$ cat config.mk
export PLATFORM = sky130hd
export DESIGN_NAME = pixel_word_serializer
export DESIGN_NICKNAME = d
export VERILOG_FILES = /design/src/rtl/pws_pkg.sv /design/src/rtl/pix_capture.sv /design/src/rtl/frame_builder.sv /design/src/rtl/lane_serializer.sv /design/src/rtl/pixel_word_serializer.sv
export SDC_FILE = /design/constraint.sdc
export NUM_CORES = 1
export LEC_CHECK = 0
export ABC_AREA = 1
export CAP_MARGIN = 20
export CORE_MARGIN = 2
export CORE_UTILIZATION = 60
export DETAILED_ROUTE_END_ITERATION = 16
export DONT_BUFFER_PORTS = 1
export GPL_TIMING_DRIVEN = 0
export HOLD_SLACK_MARGIN = 0.06
export PLACE_DENSITY = 0.79
export SLEW_MARGIN = 5
export SYNTH_ARGS = -nofsm -noshare
export SYNTH_HDL_FRONTEND = slang
export SYNTH_SLANG_ARGS = --single-unit
$ cat constraint.sdc
create_clock -name clk -period 8.8 [get_ports clk]
set_input_delay 2.64 -clock clk [delete_from_list [all_inputs] [get_ports clk]]
set_output_delay 2.64 -clock clk [all_outputs]
set_load 0.005 [all_outputs]
$ cat src/rtl/pws_pkg.sv
package pws_pkg;
  localparam int unsigned SEL_W = 2;

  // Active lanes for a select code; 0 marks an unusable code.
  function automatic int unsigned lanes_of(input logic [SEL_W-1:0] code,
                                           input int unsigned max_lanes);
    int unsigned n;
    n = int'(code) + 1;
    return (n <= max_lanes) ? n : 0;
  endfunction
endpackage

$ cat src/rtl/pix_capture.sv
module pix_capture #(
  parameter int unsigned DATA_W = 27
) (
  input  logic              clk,
  input  logic              rst,
  input  logic              pix_clk,
  input  logic              cap_fall,
  input  logic [DATA_W-1:0] pix_data,
  input  logic              take,
  output logic [DATA_W-1:0] word_o,
  output logic              vld_o
);
  logic pix_q;
  logic hit;

  always_comb hit = cap_fall ? (pix_q & ~pix_clk) : (~pix_q & pix_clk);

  always_ff @(posedge clk) begin
    if (rst) begin
      pix_q  <= 1'b0;
      vld_o  <= 1'b0;
      word_o <= '0;
    end else begin
      pix_q <= pix_clk;
      if (take) vld_o <= 1'b0;
      if (hit) begin
        vld_o  <= 1'b1;
        word_o <= pix_data;
      end
    end
  end


  capture_valid_chk: assert property (@(posedge clk) disable iff (rst)
    hit |=> vld_o);

  capture_word_chk: assert property (@(posedge clk) disable iff (rst)
    hit |=> (word_o == $past(pix_data)));
endmodule

$ cat src/rtl/frame_builder.sv
module frame_builder #(
  parameter int unsigned DATA_W  = 27,
  parameter int unsigned FRAME_W = DATA_W + 3
) (
  input  logic [DATA_W-1:0]  word_i,
  output logic [FRAME_W-1:0] frame_o
);
  logic even_ones;

  always_comb begin
    even_ones = ~(^word_i);
    frame_o   = {2'b01, even_ones, word_i};
  end
endmodule

$ cat src/rtl/lane_serializer.sv
module lane_serializer
  import pws_pkg::*;
#(
  parameter int unsigned FRAME_W = 30,
  parameter int unsigned LANES   = 3
) (
  input  logic               clk,
  input  logic               rst,
  input  logic               bit_en,
  input  logic [SEL_W-1:0]   lane_sel,
  input  logic [FRAME_W-1:0] new_frame,
  input  logic               new_vld,
  output logic               take_o,
  output logic [LANES-1:0]   lane_o,
  output logic               strobe_o,
  output logic               err_o
);
  localparam int unsigned CW = $clog2(FRAME_W + 1);
  localparam int unsigned IW = $clog2(FRAME_W * LANES + LANES) + 1;

  logic               busy;
  logic [CW-1:0]      cnt;
  logic [SEL_W-1:0]   mode_r;
  logic [FRAME_W-1:0] frame_r;

  logic [IW-1:0]      n_cur, n_eff, n_src, slot;
  logic               at_end;
  logic [SEL_W-1:0]   mode_src;
  logic [FRAME_W-1:0] frame_src;
  logic [LANES-1:0]   lane_nxt;

  always_comb begin
    n_cur     = IW'(lanes_of(mode_r, LANES));
    n_eff     = (n_cur == '0) ? IW'(1) : n_cur;
    at_end    = !busy || (((IW'(cnt) + IW'(1)) * n_eff) >= IW'(FRAME_W));
    mode_src  = at_end ? lane_sel : mode_r;
    frame_src = at_end ? new_frame : frame_r;
    n_src     = IW'(lanes_of(mode_src, LANES));
    slot      = at_end ? '0 : IW'(cnt) + IW'(1);
    take_o    = bit_en && at_end && new_vld;
  end

  for (genvar k = 0; k < LANES; k++) begin : g_lane
    logic [IW-1:0] idx;
    always_comb begin
      idx = slot * n_src + IW'(k);
      if ((n_src > IW'(k)) && (idx < IW'(FRAME_W)))
        lane_nxt[k] = frame_src[idx];
      else
        lane_nxt[k] = 1'b0;
    end
  end

  always_ff @(posedge clk) begin
    if (rst) begin
      busy     <= 1'b0;
      cnt      <= '0;
      mode_r   <= '0;
      frame_r  <= '0;
      lane_o   <= '0;
      strobe_o <= 1'b0;
      err_o    <= 1'b0;
    end else begin
      strobe_o <= 1'b0;
      if (bit_en) begin
        if (at_end && !new_vld) begin
          busy   <= 1'b0;
          lane_o <= '0;
          err_o  <= 1'b0;
        end else begin
          lane_o <= lane_nxt;
          if (at_end) begin
            busy     <= 1'b1;
            cnt      <= '0;
            mode_r   <= lane_sel;
            frame_r  <= new_frame;
            err_o    <= (n_src == '0);
            strobe_o <= (n_src != '0);
          end else begin
            cnt <= cnt + CW'(1);
          end
        end
      end
    end
  end


  bad_mode_quiet_chk: assert property (@(posedge clk) disable iff (rst)
    err_o |-> (lane_o == '0));

  strobe_single_chk: assert property (@(posedge clk) disable iff (rst)
    strobe_o |=> !strobe_o);

  strobe_clean_chk: assert property (@(posedge clk) disable iff (rst)
    strobe_o |-> !err_o);

  mode_hold_chk: assert property (@(posedge clk) disable iff (rst)
    (busy && !(bit_en && at_end)) |=> $stable(mode_r));

  parity_chk: assert property (@(posedge clk) disable iff (rst)
    busy |-> (($countones(frame_r[FRAME_W-3:0]) % 2) == 1));

  advance_chk: assert property (@(posedge clk) disable iff (rst)
    !bit_en |=> $stable(lane_o));
endmodule

$ cat src/rtl/pixel_word_serializer.sv
module pixel_word_serializer
  import pws_pkg::*;
#(
  parameter int unsigned DATA_W = 27,
  parameter int unsigned LANES  = 3
) (
  input  logic              clk,
  input  logic              rst,
  input  logic              pix_clk,
  input  logic              cap_fall,
  input  logic [DATA_W-1:0] pix_data,
  input  logic [SEL_W-1:0]  lane_sel,
  input  logic              bit_en,
  output logic [LANES-1:0]  lane_out,
  output logic              frame_strobe,
  output logic              sel_err
);
  localparam int unsigned FRAME_W = DATA_W + 3;

  logic [DATA_W-1:0]  word;
  logic               word_vld;
  logic               take;
  logic [FRAME_W-1:0] frame;

  pix_capture #(.DATA_W(DATA_W)) u_cap (
    .clk      (clk),
    .rst      (rst),
    .pix_clk  (pix_clk),
    .cap_fall (cap_fall),
    .pix_data (pix_data),
    .take     (take),
    .word_o   (word),
    .vld_o    (word_vld)
  );

  frame_builder #(.DATA_W(DATA_W), .FRAME_W(FRAME_W)) u_frm (
    .word_i  (word),
    .frame_o (frame)
  );

  lane_serializer #(.FRAME_W(FRAME_W), .LANES(LANES)) u_ser (
    .clk       (clk),
    .rst       (rst),
    .bit_en    (bit_en),
    .lane_sel  (lane_sel),
    .new_frame (frame),
    .new_vld   (word_vld),
    .take_o    (take),
    .lane_o    (lane_out),
    .strobe_o  (frame_strobe),
    .err_o     (sel_err)
  );
endmodule

# == Word level (Yosys, flattened, before mapping) ==
# Index checks and enable logic that the tools add are counted.
# word_totals
reg_bits,72
inputBits,34
output_inout_bits,5
word_cells,80
# op_classes
add_sub_neg,6
mul,2
n_lt_le_gt_ge,12
muxes,24
bitwise_logic,8
reduce_logical,18
# op_table
op,n
<= comparator 32 x 2 -> 1 bit (second input constant),2
two-way mux 8 bit,4
two-way mux 30 bit,1
parity 27 bit,1
< comparator 8 x 5 -> 1 bit (second input constant),3
< comparator 8 x 6 -> 1 bit (second input constant),3
greater-than comparator 8 x 1 -> 1 bit (second input constant),2
zero test 8 bit,2
multiplier 8 x 8 -> 8 bit,2
binary-select mux 1 bit (select 5 bit),3
two-way mux 1 bit,13
adder 8 x 1 -> 8 bit (second input constant),1
adder 8 x 2 -> 8 bit (second input constant),1
>= comparator 8 x 5 -> 1 bit (second input constant),1
greater-than comparator 8 x 2 -> 1 bit (second input constant),1
nonzero test 8 bit,1
adder 2 x 1 -> 3 bit (second input constant),2
adder 5 x 1 -> 6 bit (second input constant),1
logical AND 1 bit,6
NOT 1 bit,6
adder 5 x 1 -> 5 bit (second input constant),1
two-way mux 5 bit,1
AND reduction 2 bit,2
nonzero test 2 bit,2
6 further kinds,8

# == Depth between registers and ports, before layout ==
# Gate-level depths: netlist (run 1).
# depth
ltp_word,18
mapped_depth,45
mapped_depth_nobuf,43

# == By module ==
# Synthesis (run 1) repeated with hierarchy kept, for this count alone.
# hier_totals
hier_cells,1072
area_unflattened_um2,6463.7
# modules_own_cells
module,n_inst,cells_per_inst,area_each_um2
lane_serializer,1,692,4205.3
pix_capture,1,188,1383.8
frame_builder,1,192,874.6

# == Worst setup path before layout (run 1) ==
# Ideal clock, no wire load.
# synth_timing
kind,register to register
from,reg u_ser.mode_r[0]
to,reg u_ser.lane_o[1]
arrival_time_ps,7172
t_required_ps,8729
path_slack_ps,1557
path_stages_with_launch,35
period_less_slack_ps,7243
cell_sequence,dfxtp_1 > inv_1 > ha_1 > nor2_1 > ha_1 > ha_1 > fa_1 > inv_1 > fa_1 > inv_1 > nand2_1 > nor2_1 > nor2_1 > nand2_1 > nor2_4 > nand3_4 > buf_4 > buf_2 > o21ai_0 > ha_1 > inv_1 > nor2_1 > ha_1 > ha_1 > fa_1 > ha_1 > fa_1 > inv_1 > nor3_1 > o21ai_0 > a21oi_1 > nand2_1 > nor3_2 > nand3_1 > a21oi_1
# synth_between
elab_chain_len,18
word_cells_on_any_way,24
# synth_lines
element,line_no,source
from (decl),lane_serializer.sv:23,logic [SEL_W-1:0] mode_r;
from (signal assigned),lane_serializer.sv:75,mode_r <= lane_sel;
adder 2 x 1 -> 3 bit *,pws_pkg.sv:8,n = int'(code) + 1;
<= comparator 32 x 2 -> 1 bit,pws_pkg.sv:9,return (n <= max_lanes) ? n : 0;
two-way mux 8 bit *,pws_pkg.sv:9,
zero test 8 bit,lane_serializer.sv:34,n_eff = (n_cur == '0) ? IW'(1) : n_cur;
two-way mux 8 bit *,lane_serializer.sv:34,
multiplier 8 x 8 -> 8 bit *,lane_serializer.sv:35,at_end = !busy || (((IW'(cnt) + IW'(1)) * n_eff) >= IW'(FRAME_W));
>= comparator 8 x 5 -> 1 bit *,lane_serializer.sv:35,
logical OR 1 bit *,lane_serializer.sv:35,
[1 not listed],n/a,
net u_ser.mode_src[1],lane_serializer.sv:28,logic [SEL_W-1:0] mode_src;
[1 not listed],n/a,
<= comparator 32 x 2 -> 1 bit,pws_pkg.sv:9,
two-way mux 8 bit *,pws_pkg.sv:9,
multiplier 8 x 8 -> 8 bit,lane_serializer.sv:46,idx = slot * n_src + IW'(k);
adder 8 x 1 -> 8 bit,lane_serializer.sv:46,
binary-select mux 1 bit (select 5 bit) or < comparator 8 x 5 -> 1 bit (tied branches),"lane_serializer.sv:48, lane_serializer.sv:47",
two-way mux 1 bit (implied by the code) or logical AND 1 bit (tied branches),"lane_serializer.sv:48, lane_serializer.sv:47",
two-way mux 1 bit *,lane_serializer.sv:47,if ((n_src > IW'(k)) && (idx < IW'(FRAME_W)))
two-way mux 3 bit *,lane_serializer.sv:66,if (at_end && !new_vld) begin
to (signal assigned),lane_serializer.sv:71,lane_o <= lane_nxt;
to (decl),lane_serializer.sv:14,"output logic [LANES-1:0] lane_o,"
# The timed path passes the listed nets; every way through them passes the cells marked *. The select of a mux whose other input is x is not followed.
# A chain may end at the register's enable or synchronous reset.

# == Final worst setup path (run 1) ==
# layout_timing
from,reg u_ser.cnt[1]
to,reg u_ser.lane_o[1]
# layout_between
elab_chain_len,14
word_cells_on_any_way,20
# layout_lines
element,line_no,source
from (decl),lane_serializer.sv:22,logic [CW-1:0] cnt;
from (signal assigned),lane_serializer.sv:80,cnt <= cnt + CW'(1);
adder 5 x 1 -> 6 bit *,lane_serializer.sv:35,
multiplier 8 x 8 -> 8 bit *,lane_serializer.sv:35,
>= comparator 8 x 5 -> 1 bit *,lane_serializer.sv:35,
logical OR 1 bit *,lane_serializer.sv:35,
two-way mux 2 bit *,n/a,
net u_ser.mode_src[0],lane_serializer.sv:28,
adder 2 x 1 -> 3 bit *,pws_pkg.sv:8,
<= comparator 32 x 2 -> 1 bit,pws_pkg.sv:9,
two-way mux 8 bit *,pws_pkg.sv:9,
multiplier 8 x 8 -> 8 bit,lane_serializer.sv:46,
adder 8 x 1 -> 8 bit,lane_serializer.sv:46,
binary-select mux 1 bit (select 5 bit) or < comparator 8 x 5 -> 1 bit (tied branches),"lane_serializer.sv:48, lane_serializer.sv:47",
two-way mux 1 bit (implied by the code) or logical AND 1 bit (tied branches),"lane_serializer.sv:48, lane_serializer.sv:47",
two-way mux 1 bit *,lane_serializer.sv:47,
two-way mux 3 bit *,lane_serializer.sv:66,
# Marks and branches as above.

==> metrics.md, run 1 <==
| Metric | Value |
|---|---|
| Full die area | `10,600 sq um` |
| Hold slack | `around 0.45 ns` |
| Post-CTS Hold Buffers | `0` |
| Critical path fanouts, max | `10` |
| Total negative setup slack | `0 ns` |
| Clock tree buffer depth | `2` |
| Seq pwr share | `0.434` |
| Status | `finished, final reports clean` |
| Switching Power | `slightly below 300 uW` |
| WP data required | `9.08 ns` |
| Data arrival time of the worst path | `8.43 ns` |
| Slowest stage cell on the critical path | `fa_1` |
| TritonCTS clock tree | `built` |
| CP endpoint kind | `register` |
| Final worst slack | `roughly 0.65 ns` |
| Largest net degree at the start of global routing | `12` |
| Place WS | `around 0.61 ns` |
| Yosys Warn Count | `0` |
| GP Congestion | `0.972` |
| Finished Layout Cells | `between 1,000 and 1,500` |
| Slew Limit Headroom | `0.510` |
| Final hold vios | `0` |
| H-tree depth | `3` |
| Post-Layout Inst Area | `roughly 6200 sq um` |
| P_int | `between 500 and 600 uW` |
| GRT overflow | `0` |
| RSZ-0062 raised after global routing | `no` |
| Most frequent CP cell | `inv_1` |
| Leak | `approximately 3.1 nW` |
| Max cap viols | `0` |
| Synthesized area | `between 5000 and 6000 sq um` |
| Num rows | `36` |
| Die Height | `between 100 and 150 microns` |
| Post-CTS Setup Repair Bufs | `0` |
| Final-layout fill cell count | `between 900 and 1,000` |
| Comb power frac | `0.269` |
| HP Class | `reg2reg` |
| Nets | `~1,100` |
| GRT Total Usage | `0.314` |
| Final period util | `0.926` |
| Syn avg cell area | `6.15 sq um` |
| Post-Syn Nets | `1,042` |
| Area of the multi-input gates | `3770 sq um` |
| Power density over cell area | `approximately 130 nW/um^2` |
| Vias | `6,034` |
| Switching part of the total power | `0.348` |
| Initial antenna violation count | `0` |
| Clock Latency Late Sink | `approximately 0.36 ns` |
| Num CTS Buffers | `9` |
| Starting density of the core | `0.612` |
| I/O Pins | `39` |
| Layout cells sized above 1 | `0.0514` |
| Worst Tran Pin Value | `between 0.7 and 0.8 ns` |
| 1st-iter DRT viols | `a little over 400` |
| HPWL Detailed | `12,300 microns` |
| Vias in the first global route | `5,571` |
| Clock share of power | `0.297` |
| VDD IR-drop max | `about 100 uV` |
| Critical path class | `reg2reg` |
| Largest stage delay, worst path | `roughly 0.59 ns` |
| Final wirelength | `about 16,000 microns` |
| Port Buffers | `0` |
| Clock sink total | `72` |
| First-pass GRT wire length | `25,900 microns` |
| Seq cells post-synth | `a little over 70` |
| Die Wd | `just over 100 microns` |
| Tmin final | `about 8 ns` |
| Sequential share of the synthesized area | `0.244` |
| Area Growth Syn to Fin | `5.94%` |
| CORE AREA | `roughly 9600 sq um` |
| Placed Area | `a little over 6000 sq um` |
| FMAX | `~120 MHz` |
| Root Driver | `clkbuf_8` |
| Netlist cell types | `33` |
| Reg clk slew, reported paths | `approximately 0.07 ns` |
| Vias per cell | `5.46` |
| Commonest non-fill, non-tap cells in the layout | `nand2_1 (294), inv_1 (129), nand3_1 (88), dfxtp_1 (71), nor2_1 (69)` |
| Clock skew | `roughly 0.0036 ns` |
| Ant. Diodes | `0` |
| Commonest non-fill, non-tap cell in the layout | `nand2_1` |
| Placed cell count | `1,092` |
| Drt first pass iters | `7` |
| Setup crit start kind | `register` |
| # DRC | `0` |
| Slew Limit Fails | `0` |
| Post-synthesis instance total | `approximately 960` |
| # setup viols final | `0` |
| DR WL/cell | `around 14 microns` |
| Register area | `1440 sq um` |
| Detail Route Antenna Nets | `0` |
## worst max-delay path, delay by kind of cell (launching register included)
family	cells	cell delay, ns
XOR/XNOR	1	0.14
AO/OA/AOI/OAI	4	0.52
adder cells (fa/ha/maj)	11	4.04
AND/OR/NAND/NOR	14	1.71
buffers and inverters	10	1.30
flip-flops	1	0.40
## state kept, by name, indices dropped and copies added (netlist names)
| name | count |
|---|---|
| u_ser.err_o | 1 |
| u_cap.word_o | 27 |
| u_ser.strobe_o | 1 |
| u_ser.cnt | 5 |
| u_ser.busy | 1 |
| u_ser.frame_r | 30 |
| u_ser.mode_r | 2 |
| u_ser.lane_o | 3 |
| u_cap.pix_q | 1 |
| u_cap.vld_o | 1 |
## per-layer routing
metal  vias up  GRT usage  part of all wire
met3        44     0.0563             0.056
li1       3091          -                 -
met4         0      0.139             0.035
met1      2699      0.384              0.44
met2       200      0.540              0.47
met5         -          0                 0
## Yosys cell counts
cell | count | area, sq um
nor3_4 | 1 | 16.3
clkinv_1 | 1 | 3.75
a21oi_1 | 68 | 340
nor3_1 | 7 | 35.0
clkbuf_1 | 17 | 63.8
nand3b_1 | 2 | 15.0
nand3_2 | 2 | 20.0
buf_1 | 3 | 11.3
or2_1 | 1 | 6.26
buf_4 | 6 | 45.0
a31oi_1 | 2 | 12.5
nand2_2 | 2 | 12.5
nor3_2 | 1 | 10.0
xnor2_1 | 7 | 61.3
nor2_4 | 2 | 22.5
o21ai_0 | 66 | 330
o211ai_1 | 1 | 7.51
ha_1 | 40 | 500
o21ai_1 | 1 | 5.00
a211oi_1 | 4 | 30.0
xor2_1 | 15 | 131
a21o_1 | 1 | 7.51
nor2_1 | 69 | 259
inv_1 | 129 | 484
buf_2 | 17 | 85.1
nand4_1 | 27 | 169
fa_1 | 9 | 180
nand3_4 | 2 | 35.0
inv_2 | 1 | 3.75
nand3_1 | 88 | 440
dfxtp_1 | 72 | 1440
o21ai_2 | 1 | 8.76
nand2_1 | 294 | 1100
## kinds of logic (layout without fill, tap and decap cells)
| logic type | after synthesis | count (layout) | share of synthesized area |
|---|---|---|---|
| XOR/XNOR | 22 | 22 | 0.0327 |
| AND/OR/NAND/NOR | 498 | 498 | 0.364 |
| buffers and inverters | 174 | 188 | 0.118 |
| flip-flops | 72 | 72 | 0.244 |
| AO/OA/AOI/OAI | 144 | 144 | 0.126 |
| adder cells (fa/ha/maj) | 49 | 49 | 0.115 |
## final timing paths
path	startpoint	end	slack (ns)	depth (start not counted)
max	u_ser.cnt[1]$_SDFFE_PP0P_	u_ser.lane_o[1]$_SDFFE_PP0P_	0.65	40
min	u_ser.frame_r[16]$_SDFFE_PP0P_	u_ser.frame_r[16]$_SDFFE_PP0P_	0.45	2
max reg2reg	u_ser.cnt[1]$_SDFFE_PP0P_	u_ser.lane_o[1]$_SDFFE_PP0P_	0.65	40
min reg2reg	u_ser.frame_r[16]$_SDFFE_PP0P_	u_ser.frame_r[16]$_SDFFE_PP0P_	0.45	2
## through the flow
step	total power, mW	util
final	0.843	0.648
after global routing	0.896	0.648
after CTS	0.842	0.647
after detailed placement	0.593	0.629
after global placement	0.590	0.629
after floorplan	0.539	-
## timing repair
action	4_1_cts	5_1_grt
endpoints found under the setup margin	0	1
endpoints found under the hold margin	0	0
resized for setup	0	2
## cell type report
cell class	count	share of cell area
Multi-Input combinational cell	713	0.603
Sequential cell	72	0.231
Inverter	131	0.0787
Buffer	43	0.0328
Tap cell	133	0.0266
Clock buffer	10	0.0204
Clock inverter	4	0.00761
## power by group through the flow
| stage | registers [mW] | clock network (mW) | logic, mW |
|---|---|---|---|
| 6_report | 0.366 | 0.250 | 0.227 |
| 5_1_grt | 0.369 | 0.269 | 0.259 |
| 4_1_cts | 0.365 | 0.254 | 0.222 |
| 3_5_place_dp | 0.373 | 0 | 0.220 |
| 3_3_place_gp | 0.372 | 0 | 0.218 |
| 2_1_floorplan | 0.369 | 0 | 0.170 |
No activity file was read; power rests on OpenSTA's default activity.
==> run 2, diff against run 1 <==
CORE_UTILIZATION = 25   (was 60)
PLACE_DENSITY = 0.41   (was 0.79)
==> run 2 against run 1 <==
Against the previous run: sequential share of layout area decreased by 1.4 points; wire length is 22% higher; maximum frequency rose by 1.6%; global-route usage shrank 15 points; sequential power about the same; cell area increased by 6.3%; clock-buffer cell count is 1 lower; die area rose by 130%; worst setup slack improved by 0.13 ns; clock skew is 0.0080 ns higher; critical path type unchanged.
==> metrics.md, run 2 (same netlist as run 1, synthesis figures left out) <==
| Metric | Value |
|---|---|
| Status | `finished, final reports clean` |
| Reg clk slew, reported paths | `roughly 0.06 ns` |
| CP endpoint kind | `register` |
| Drt first pass iters | `5` |
| Ant. Diodes | `0` |
| Clock sink total | `72` |
| FMAX | `approximately 120 MHz` |
| CP bufs+invs | `7` |
| Total negative setup slack | `0 ns` |
| Root Driver | `clkbuf_16` |
| Slowest stage cell on the critical path | `fa_2` |
| 1st-iter DRT viols | `between 200 and 300` |
| Max FFs per register | `30` |
| CORE AREA | `between 20,000 and 25,000 sq um` |
| Post-CTS Hold Buffers | `0` |
| Detail Route Antenna Nets | `0` |
| WP data required | `about 9.1 ns` |
| Worst Tran Pin Value | `about 0.73 ns` |
| Commonest non-fill, non-tap cell in the layout | `nand2_1` |
| Register area | `1440 sq um` |
| DR WL/cell | `14.9 microns` |
| Num CTS Buffers | `9` |
| Area Growth Syn to Fin | `12.6%` |
| Vias | `5,919` |
| Leak | `approximately 3.2 nW` |
| Top flop regs | `u_ser.frame_r: 30 flops, u_cap.word_o: 27 flops, u_ser.cnt: 5 flops` |
| Area of the multi-input gates | `3790 sq um` |
| # DRC | `0` |
| Slew Limit Headroom | `0.507` |
| Die Wd | `between 150 and 200 microns` |
| Tmin final | `~8 ns` |
| Critical path class | `reg2reg` |
| I/O Pins | `39` |
| Port Buffers | `0` |
| GRT overflow | `0` |
| Vias in the first global route | `around 5,700` |
| RSZ-0062 raised after global routing | `no` |
| Clock Latency Late Sink | `approximately 0.35 ns` |
| Slew Limit Fails | `0` |
| Data arrival time of the worst path | `~8.3 ns` |
| TritonCTS clock tree | `built` |
| Cell family with most CP delay | `adder cells` |
| Finished Layout Cells | `around 1,300` |
| Hold slack | `approximately 0.45 ns` |
| Starting density of the core | `0.253` |
| Final wirelength | `slightly below 20,000 microns` |
| Largest Register | `u_ser.frame_r` |
| Final-layout fill cell count | `between 2,000 and 3,000` |
| H-tree depth | `3` |
| Max cap viols | `0` |
| Die Height | `roughly 160 microns` |
| HPWL Detailed | `approximately 15,000 microns` |
| Commonest non-fill, non-tap cells in the layout | `nand2_1 (294), inv_1 (128), nand3_1 (88), dfxtp_1 (71), nor2_1 (69)` |
| GP Congestion | `between 0.8 and 0.9` |
| Placed cell count | `between 1,000 and 1,500` |
| VDD IR-drop max | `slightly above 80 uV` |
| Nets | `around 1,100` |
| Full die area | `24,800 sq um` |
| Clock skew | `0.0116 ns` |
| Vias per cell | `between 4 and 5` |
| HP Class | `reg2reg` |
| # setup viols final | `0` |
| Power density over cell area | `roughly 150 nW/um^2` |
| Setup crit start kind | `register` |
| Initial antenna violation count | `0` |
| Critical path fanouts, max | `19` |
| Clock tree buffer depth | `2` |
| Largest stage delay, worst path | `roughly 0.61 ns` |
| First-pass GRT wire length | `~30,000 microns` |
| Largest net degree at the start of global routing | `15` |
| Final hold vios | `0` |
| Num rows | `56` |
| Most frequent CP cell | `ha_1` |
| Layout cells sized above 1 | `0.0584` |
| GRT Total Usage | `0.161` |
| Final period util | `0.912` |
[run 2: cell types whose count changed in the layout (fill, tap and decap cells not counted), sizes merged]
cell      before  now
buf           26   27
clkbuf        27   26
clkinv         3    5
clkinvlp       1    0
inv          130  132
[run 2: final timing paths]
kind / to / slack [ns] / from / cells past startpoint
max: u_ser.lane_o[1]$_SDFFE_PP0P_ / 0.78 / u_ser.cnt[1]$_SDFFE_PP0P_ / 36
min: u_ser.frame_r[29]$_SDFFE_PP0P_ / 0.45 / u_ser.frame_r[29]$_SDFFE_PP0P_ / 2
max reg2reg: u_ser.lane_o[1]$_SDFFE_PP0P_ / 0.78 / u_ser.cnt[1]$_SDFFE_PP0P_ / 36
min reg2reg: u_ser.frame_r[29]$_SDFFE_PP0P_ / 0.45 / u_ser.frame_r[29]$_SDFFE_PP0P_ / 2
[run 2: layer usage]
metal  wire length, microns  track usage
met2                   8860        0.267
met5                      0            0
met4                    246       0.0390
met3                    860       0.0318
met1                   9370        0.214
[run 2: per-stage QoR]
stage          cell area, sq um  utilization  power [mW]  worst slack [ns]
4_1_cts                    6600        0.283       0.995             0.220
2_1_floorplan              5900            -       0.539              1.56
3_3_place_gp               6300        0.270       0.609             0.239
6_report                   6640        0.285       0.984             0.777
5_1_grt                    6640        0.285        1.05             0.100
3_5_place_dp               6300        0.270       0.609             0.281
[run 2: what timing repair did]
item	CTS	global route
buffers inserted	0	2
gates resized for setup	0	7
setup endpoints to repair	0	2
[run 2: power by group]
part	leakage [nW]	switching (mW)	internal (mW)
Clock	0.150	0.160	0.223
Sequential	0.592	0.0165	0.349
Combinational	2.45	0.162	0.0741
[run 2: area by class of cell]
cell class              instances  area share
clock inverters                 7      0.0119
multi-input cells             713       0.571
inverters                     131      0.0740
clock buffers                   9      0.0339
well taps                     319      0.0601
flip-flops and latches         72       0.217
plain buffers                  42      0.0301
repair buffers                  2     0.00226
[run 2: tightest hold or removal path, stage by stage, from the launching register on]
cell     delay, ns
dfxtp_1       0.31
nand3_1       0.07
inv_1         0.04
==> run 3, diff against run 2 <==
REMOVE_ABC_BUFFERS = 1   (was unset)
==> run 3 against run 2 <==
Against the previous run: cell area shrank 0.41%; worst setup slack lost 0.031 ns; maximum frequency shrank 0.39%; non-clock buffer count shrank 33; die area is the same; wire length shrank 7.5%; sequential power is essentially flat; combinational power shrank 5%; first-iteration DRC count grew 17%; critical path depth is the same; register-to-register slack lost 0.03 ns; total power grew 0.67%; largest cell class unchanged; largest power group unchanged.
==> metrics.md, run 3 (same netlist as run 1, synthesis figures left out) <==
| Metric | Value |
|---|---|
| Layout cells sized above 1 | `0.0465` |
| Slowest stage cell on the critical path | `fa_1` |
| Commonest non-fill, non-tap cell in the layout | `nand2_1` |
| Leak | `~3.2 nW` |
| Vias per cell | `around 4.5` |
| TritonCTS clock tree | `built` |
| Vias in the first global route | `about 5,700` |
| Slew Limit Headroom | `0.458` |
| Largest net degree at the start of global routing | `53` |
| Final-layout fill cell count | `around 2,700` |
| Starting density of the core | `0.253` |
| Full die area | `around 25,000 sq um` |
| Commonest non-fill, non-tap cells in the layout | `nand2_1 (294), inv_1 (128), nand3_1 (88), dfxtp_1 (71)` |
| GP Congestion | `about 0.80` |
| HPWL Detailed | `approximately 12,000 microns` |
| # setup viols final | `0` |
| Largest stage delay, worst path | `0.59 ns` |
| Slew Limit Fails | `0` |
| Ant. Diodes | `0` |
| Initial antenna violation count | `0` |
| Data arrival time of the worst path | `around 8.3 ns` |
| CORE AREA | `about 23,000 sq um` |
| Total negative setup slack | `0 ns` |
| Detail Route Antenna Nets | `0` |
| HP Class | `reg2reg` |
| Num rows | `56` |
| Clock sink total | `about 70` |
| Max FFs per register | `30` |
| CP bufs+invs | `6` |
| Finished Layout Cells | `1,265` |
| Critical path fanouts, max | `11` |
| Final period util | `0.915` |
| Hold slack | `around 0.45 ns` |
| Largest Register | `u_ser.frame_r` |
| CP endpoint kind | `register` |
| Post-CTS Hold Buffers | `0` |
| Clock tree buffer depth | `2` |
| # DRC | `0` |
| DR WL/cell | `around 14 microns` |
| Worst Tran Pin Value | `around 0.81 ns` |
| Num CTS Buffers | `9` |
| GRT Total Usage | `0.152` |
| Die Height | `between 150 and 200 microns` |
| GRT overflow | `0` |
| Tmin final | `~8.1 ns` |
| Placed cell count | `1,239` |
| Clock skew | `~0.008 ns` |
| Area Growth Syn to Fin | `12.2%` |
| Root Driver | `clkbuf_16` |
| Most frequent CP cell | `ha_1` |
| VDD IR-drop max | `80.1 uV` |
| Final wirelength | `~18,000 microns` |
| First-pass GRT wire length | `about 30,000 microns` |
| Status | `finished, final reports clean` |
| Setup crit start kind | `register` |
| H-tree depth | `3` |
| Vias | `around 5,700` |
| RSZ-0062 raised after global routing | `no` |
| 1st-iter DRT viols | `between 300 and 400` |
| Cell family with most CP delay | `adder cells` |
| Drt first pass iters | `5` |
| WP data required | `9.08 ns` |
| Final hold vios | `0` |
| Reg clk slew, reported paths | `0.06 ns` |
| Power, Total | `approximately 990 uW` |
| I/O Pins | `39` |
| Critical path class | `reg2reg` |
| Max cap viols | `0` |
| Port Buffers | `0` |
| Nets | `a little over 1,000` |
| Final core occ | `0.284` |
| Clock Latency Late Sink | `between 0.3 and 0.4 ns` |
| Power density over cell area | `between 100 and 150 nW/um^2` |
| Top flop regs | `u_ser.frame_r: 30 flops, u_cap.word_o: 27 flops, u_ser.cnt: 5 flops` |
| Die Wd | `158 microns` |
| FMAX | `124 MHz` |
-- run 3: changes by cell type in the layout (fill, tap and decap cells not counted), moves of 2 or more --
cell / delta
buf_2: -16
clkbuf_1: -16
clkbuf_8: +4
buf_1: -3
clkinv_4: -3
buf_12: +2
buf_16: +2
inv_6: -2
nand3_2: +2
-- run 3: power by group --
group | total [mW] | switching [mW] | leakage (nW) | internal, mW
logic | 0.224 | 0.150 | 2.41 | 0.0748
clock network | 0.400 | 0.150 | 0.159 | 0.250
registers | 0.366 | 0.0168 | 0.592 | 0.349
-- run 3: metrics by stage --
| step | area, sq um | worst slack [ns] |
|---|---|---|
| finish | 6620 | 0.746 |
| global route | 6620 | 0.0810 |
| CTS | 6550 | 0.0413 |
| detailed placement | 6190 | -0.328 |
| global placement | 6090 | -0.327 |
| floorplan | 5690 | 1.16 |
-- run 3: worst min-delay path, stage by stage (launching register included) --
cell	delay (ns)
dfxtp_1	0.30
inv_1	0.06
a21oi_1	0.06
-- run 3: path summary, 6_finish.rpt --
kind                                                      from                             end  slack [ns]  cells after the start
worst max-delay path                 u_ser.cnt[0]$_SDFFE_PP0P_    u_ser.lane_o[1]$_SDFFE_PP0P_        0.75                     36
worst min-delay path            u_ser.frame_r[12]$_SDFFE_PP0P_  u_ser.frame_r[12]$_SDFFE_PP0P_        0.45                      2
worst max register to register       u_ser.cnt[0]$_SDFFE_PP0P_    u_ser.lane_o[1]$_SDFFE_PP0P_        0.75                     36
worst min register to register  u_ser.frame_r[12]$_SDFFE_PP0P_  u_ser.frame_r[12]$_SDFFE_PP0P_        0.45                      2
-- run 3: cell type report --
class | count | area (sq um) | area share
clock buffers | 14 | 284 | 0.0429
clock inverters | 2 | 35.0 | 0.00530
inverters | 131 | 492 | 0.0743
multi-input cells | 716 | 3810 | 0.577
flip-flops and latches | 72 | 1440 | 0.218
well taps | 319 | 399 | 0.0603
repair buffers | 11 | 148 | 0.0223
-- run 3: timing repair --
action	4_1_cts	5_1_grt
setup endpoints to repair	3	3
resized for setup	2	5
endpoints found under the hold margin	0	0
setup buffers	2	5
cloned	3	0
pin swaps	2	1
-- run 3: per-layer routing --
| layer | global-route usage | vias up | part of all wire |
|---|---|---|---|
| li1 | - | 3038 | - |
| met5 | 0 | - | 0 |
| met3 | 0.0279 | 6 | 0.036 |
| met4 | 0.0359 | 0 | 0.0065 |
| met1 | 0.207 | 2598 | 0.51 |
| met2 | 0.250 | 75 | 0.45 |
